### src/rtl/adc_window_flag.sv
module adc_window_flag #(
  parameter int W = 16
) (
  input  logic         clk,
  input  logic         rst_n,
  input  logic         wr_en,
  input  logic [1:0]   wr_sel,
  input  logic [7:0]   wr_data,
  input  logic         res_valid,
  input  logic [W-1:0] res_data,
  input  logic         flag_clr,
  output logic         win_flag
);
  localparam int HW = W - 8;

  logic [W-1:0]  above_q, below_q;
  logic [HW-1:0] above_hi_stage, below_hi_stage;
  logic          inside_mode, hit;

  assign inside_mode = below_q > above_q;
  assign hit = inside_mode ? (res_data > above_q) && (res_data < below_q)
                           : (res_data > above_q) || (res_data < below_q);

  always_ff @(posedge clk or negedge rst_n) begin
    if (!rst_n) begin
      above_q        <= '1;
      below_q        <= '0;
      above_hi_stage <= '1;
      below_hi_stage <= '0;
    end else if (wr_en) begin
      case (wr_sel)
        2'd0: above_q        <= {above_hi_stage, wr_data};
        2'd1: above_hi_stage <= wr_data[HW-1:0];
        2'd2: below_q        <= {below_hi_stage, wr_data};
        2'd3: below_hi_stage <= wr_data[HW-1:0];
        default: ;
      endcase
    end
  end

  always_ff @(posedge clk or negedge rst_n) begin
    if (!rst_n)                win_flag <= 1'b0;
    else if (res_valid && hit) win_flag <= 1'b1;
    else if (flag_clr)         win_flag <= 1'b0;
  end

  AST_HIGH_BYTE_HOLDS: assert property (@(posedge clk) disable iff (!rst_n)
    (wr_en && wr_sel[0]) |=> ($stable(above_q) && $stable(below_q)));
  AST_STICKY_HOLD: assert property (@(posedge clk) disable iff (!rst_n)
    (win_flag && !flag_clr) |=> win_flag);
  AST_NO_STROBE_NO_SET: assert property (@(posedge clk) disable iff (!rst_n)
    (!res_valid && !win_flag) |=> !win_flag);
  AST_INSIDE_SETS: assert property (@(posedge clk) disable iff (!rst_n)
    (res_valid && below_q > above_q && res_data > above_q && res_data < below_q) |=> win_flag);
  AST_OUTSIDE_SETS: assert property (@(posedge clk) disable iff (!rst_n)
    (res_valid && below_q <= above_q && (res_data > above_q || res_data < below_q)) |=> win_flag);
  AST_CLEAR_NO_HIT: assert property (@(posedge clk) disable iff (!rst_n)
    (flag_clr && !res_valid) |=> !win_flag);
endmodule

### config.mk
export PLATFORM = sky130hd
export DESIGN_NAME = adc_window_flag
export DESIGN_NICKNAME = d
export VERILOG_FILES = /design/src/rtl/adc_window_flag.sv
export SDC_FILE = /design/constraint.sdc
export NUM_CORES = 1
export LEC_CHECK = 0
export ABC_CLOCK_PERIOD_IN_PS = 3100
export BUFFER_PORTS_ARGS = -buffer_cell sky130_fd_sc_hd__buf_2
export CAP_MARGIN = 0
export CORE_MARGIN = 8
export CORE_UTILIZATION = 63
export CTS_CLUSTER_DIAMETER = 50
export CTS_CLUSTER_SIZE = 28
export DETAILED_ROUTE_END_ITERATION = 16
export HOLD_SLACK_MARGIN = 0.03
export PLACE_DENSITY = 0.85
export SLEW_MARGIN = 20
export SYNTH_ARGS = -nofsm -noshare
export SYNTH_HDL_FRONTEND = slang
export SYNTH_SLANG_ARGS = --single-unit
### constraint.sdc
create_clock -name clk -period 3.1 [get_ports clk]
set_input_delay 0 -clock clk [delete_from_list [all_inputs] [get_ports clk]]
set_output_delay 0 -clock clk [all_outputs]
set_load 0.005 [all_outputs]
Yosys cells after proc, flatten, opt, wreduce, memory -nomap -nowiden
Index checks and enable logic that the tools add are counted.
Storage, ports and cells
  word-level logic and storage cells: 23
  output and inout bits: 1
  bits of input ports: 31
  bits in registers: 49
Cells by class
  eq/ne operators: 3
  mux-type cells: 3
  magnitude comparators: 3
  reductions and logical operators: 9
Operators by type and width (number)
  16-bit > comparator: 2
  16-bit less-than comparator: 1
  2-bit AND reduction: 4
  2-bit == test, second input constant: 2
  1-bit 2-to-1 mux: 3
  2-bit by 1-bit == test with 1-bit output, second input constant: 1
  1-bit logical AND: 2
  2-bit logical NOT: 1
  2-bit nonzero test: 1
  1-bit logical OR: 1

Logic depth before layout (Yosys ltp)
  depth in word-level cells: 5
  gate-level depth with buffers: 8

Worst setup path after synthesis
OpenSTA, ideal clock, no wires.
  kind: reg2reg
  start point: register above_q[9]
  end point: register win_flag
  data arrival time: 2.015 ns
  buffers on the path: 0
  slack: 1.009 ns
  library setup time: 0.077 ns
  cell stages (with the launch flop): 9
  period minus slack after synthesis: 2.091 ns
  cell sequence: dfstp_2 -> inv_1 -> ha_1 -> a21o_1 -> a21o_1 -> a221o_1 -> a2111oi_2 -> nor2_1 -> o21ai_1
Between the ends
  longest elaborated chain between the ends: 5
Ends and longest elaborated chain
  start, declared: RTL line 16  | logic [W-1:0] above_q, below_q;
  start signal, assigned: RTL line 32  | 2'd0: above_q <= {above_hi_stage, wr_data};
  16-bit > comparator: RTL line 21, 22
  1-bit logical OR / 1-bit logical AND (equally long branches): RTL line 22, 21
  1-bit 2-to-1 mux (*): RTL line 21  | assign hit = inside_mode ? (res_data > above_q) && (res_data < below_q)
  1-bit logical AND (*): RTL line 43  | else if (res_valid && hit) win_flag <= 1'b1;
  1-bit 2-to-1 mux / 2-bit nonzero test (equally long branches)
  end signal, assigned: RTL line 42  | if (!rst_n) win_flag <= 1'b0;
  end signal, assigned: RTL line 43
  end signal, assigned: RTL line 44  | else if (flag_clr) win_flag <= 1'b0;
  end, declared: RTL line 12  | output logic win_flag
Mark *: on every way between the ends. The rest lies on a longest branch, timed or not.
A chain may end at the register's enable or synchronous reset.

Worst setup path after layout
Same ends and word-level chain as after synthesis.

==> run metrics <==
status finished, final reports clean; Die X 84.5 um; area delta synth->final 13.7%; Core Area 4630 um2; Residual DRC 0; CTS H-tree lvls 2; syn avg cell area 10.8 um2; port bufs 31; RR Startpoint above_q[9]$_DFFE_PN1P_; reg2reg path depth 8; Nets 397; dpl hpwl 4670 um; Syn Inst Count 274; kind of critical path register to register; Hold Vio Cnt, Final 0; Crit Path Max Fanout 3; # rows 25; first-pass GRT wire length 10500 um; hold path cells 5; RR Endpoint win_flag$_DFFE_PN0P_; biggest area consumer among synthesized cells dfstp_2; static leakage 1.60 nW; min-delay worst type primary input to register; Top Ports 32; peak supply drop 335 uV; setup violators final 0; Final Skew 0.00926 ns; GR Util All Layers 0.181; Sink Count 49; Ys Warns 0; grt ovf 0; clk buf depth 2; Endpoint, Worst Hold win_flag$_DFFE_PN0P_; syn_nets 352; layout cells sized above 1 0.306; fin util 0.727; vias in the first global route 2310; Clk pin slew, worst setup/hold paths 0.09 ns; placed insts 356; area of the multi-input gates 1570 um2; ANT cells 0; Max Cap Viol 0; largest net degree at the start of global routing 50; DR vias 2247; f_max 450 MHz; Die Height 84.5 um; crit path time final 2.22 ns; Worst-Skew Late Latency 0.30 ns; CP required 3.33 ns; final wirelength 6160 um; Vias/cell 6.01; commonest cells after routing, fill and taps aside ha_1, inv_1, mux2_2, buf_2, dfrtp_1; RSZ-0062 raised after global routing false; Antenna Violating Nets Remaining 0; nature of the critical path endpoint register; critical path startpoint category register; r2r setup slk 0.88 ns; CTS Buf Count 5; 1st-pass router iterations 6; #FFs+latches synth 49; synthesized area 2960 um2; Gates resized, CTS repair 0; Power Density 581 nW/um2; Max-Slew Margin vs Limit 0.399; initial antenna violation count 0; Final period util 0.716; Initial Util 0.639; CTS tree yes; sequential fraction of the synthesis area 0.425; die area 7150 um2; max-slew violations 0; post-synth top area share 0.213; detailed router's first-iteration violation count 161; gpl congestion 0.846; fillers 328; setup tns final 0 ns; Min-Delay Startpoint res_valid; Root Buffer clkbuf_8; Critical Path AT 2.45 ns; Area contributors post-synth dfstp_2, dfrtp_1, ha_1; Least-Margin Pin Slew 0.898 ns; fin cells 374; routed length per instance 16.5 um; commonest non-fill, non-tap cell in the layout ha_1; Netlist cell types 32; FF+latch area 1260 um2
[flip-flops by register name (all words and copies together) (netlist names)]
| name | flops |
|---|---|
| above_q | 16 |
| win_flag | 1 |
| below_hi_stage | 8 |
| above_hi_stage | 8 |
| below_q | 16 |
[through the flow]
| stage | area, um2 | total power, mW | setup WS (ns) | hold WS [ns] |
|---|---|---|---|---|
| finish | 3360 | 1.96 | 0.880 | 0.175 |
| CTS | 3360 | 1.96 | 0.865 | 0.165 |
| floorplan | 2960 | 1.38 | 1.01 | -0.296 |
| global placement | 3180 | 1.54 | 0.958 | 0.238 |
| global route | 3360 | 2.09 | 0.788 | 0.233 |
| detailed placement | 3180 | 1.59 | 0.911 | 0.246 |
[power by group]
group          internal (mW)  switching [mW]
registers              0.822          0.0831
clock network          0.157           0.199
logic                  0.336           0.357
[cell type report]
class	instances	share of cell area
Timing Repair Buffer	42	0.0788
Clock inverter	2	0.00298
Clock buffer	6	0.0216
Multi-Input combinational cell	187	0.465
Inverter	34	0.0379
Tap cell	54	0.0201
Sequential cell	49	0.373
[cells in the mapped netlist]
cell type / number
a21o_1: 5
nor2b_1: 4
clkbuf_1: 4
a2111oi_0: 1
a2111o_1: 1
o211ai_1: 2
nor4_1: 1
a32oi_1: 1
a41oi_1: 1
o21ai_0: 20
a22oi_1: 1
o21bai_1: 1
and4_1: 3
a21oi_1: 17
a221oi_1: 1
nand3_1: 4
nor3b_1: 1
inv_1: 34
mux2_2: 33
o21ai_1: 1
nand3b_1: 2
nand2_1: 22
a31oi_1: 1
nor2_1: 4
nand4_1: 8
dfstp_2: 24
dfrtp_1: 25
a2111oi_2: 1
nand2b_1: 2
a221o_1: 1
ha_1: 47
nor3_1: 1
[kinds of logic (layout without fill, tap and decap cells)]
group / after synthesis / in the layout / share of synthesized area
buffers and inverters: 38 / 84 / 0.0482
AO/OA/AOI/OAI: 55 / 55 / 0.113
AND/OR/NAND/NOR: 52 / 52 / 0.0896
multiplexers: 33 / 33 / 0.126
flip-flops: 49 / 49 / 0.425
adder cells (fa/ha/maj): 47 / 47 / 0.199
[metal layers]
layer  up-vias  global-route usage  wire length [um]
li1       1075                   -                 -
met5         -                   0                 0
met3        11              0.0420               358
met4         0              0.0631               108
met1      1100               0.231              2790
met2        61               0.293              2900
[repair_timing]
item                                    CTS  global route
endpoints found under the setup margin    0             0
setup buffers                             0             0
endpoints found under the hold margin    58             0
hold buffers                             10             0
[critical path: stages (launching register included)]
cell and delay [ns]:
dfstp_2 0.52, inv_1 0.06, ha_1 0.31, a21o_1 0.16, a21o_1 0.17, a221o_1 0.36
a2111oi_2 0.36, nor2_1 0.08, o21ai_1 0.14
[worst max path at each step]
stage	slack (ns)	depth (start not counted)	end	from
floorplan	1.01	8	win_flag$_DFFE_PN0P_	above_q[9]$_DFFE_PN1P_
global placement	0.96	8	win_flag$_DFFE_PN0P_	above_q[9]$_DFFE_PN1P_
detailed placement	0.91	8	win_flag$_DFFE_PN0P_	above_q[9]$_DFFE_PN1P_
CTS	0.87	8	win_flag$_DFFE_PN0P_	above_q[9]$_DFFE_PN1P_
global route	0.79	8	win_flag$_DFFE_PN0P_	above_q[9]$_DFFE_PN1P_
finish	0.88	8	win_flag$_DFFE_PN0P_	above_q[9]$_DFFE_PN1P_
Note: power is estimated with default switching activity, not from simulation.
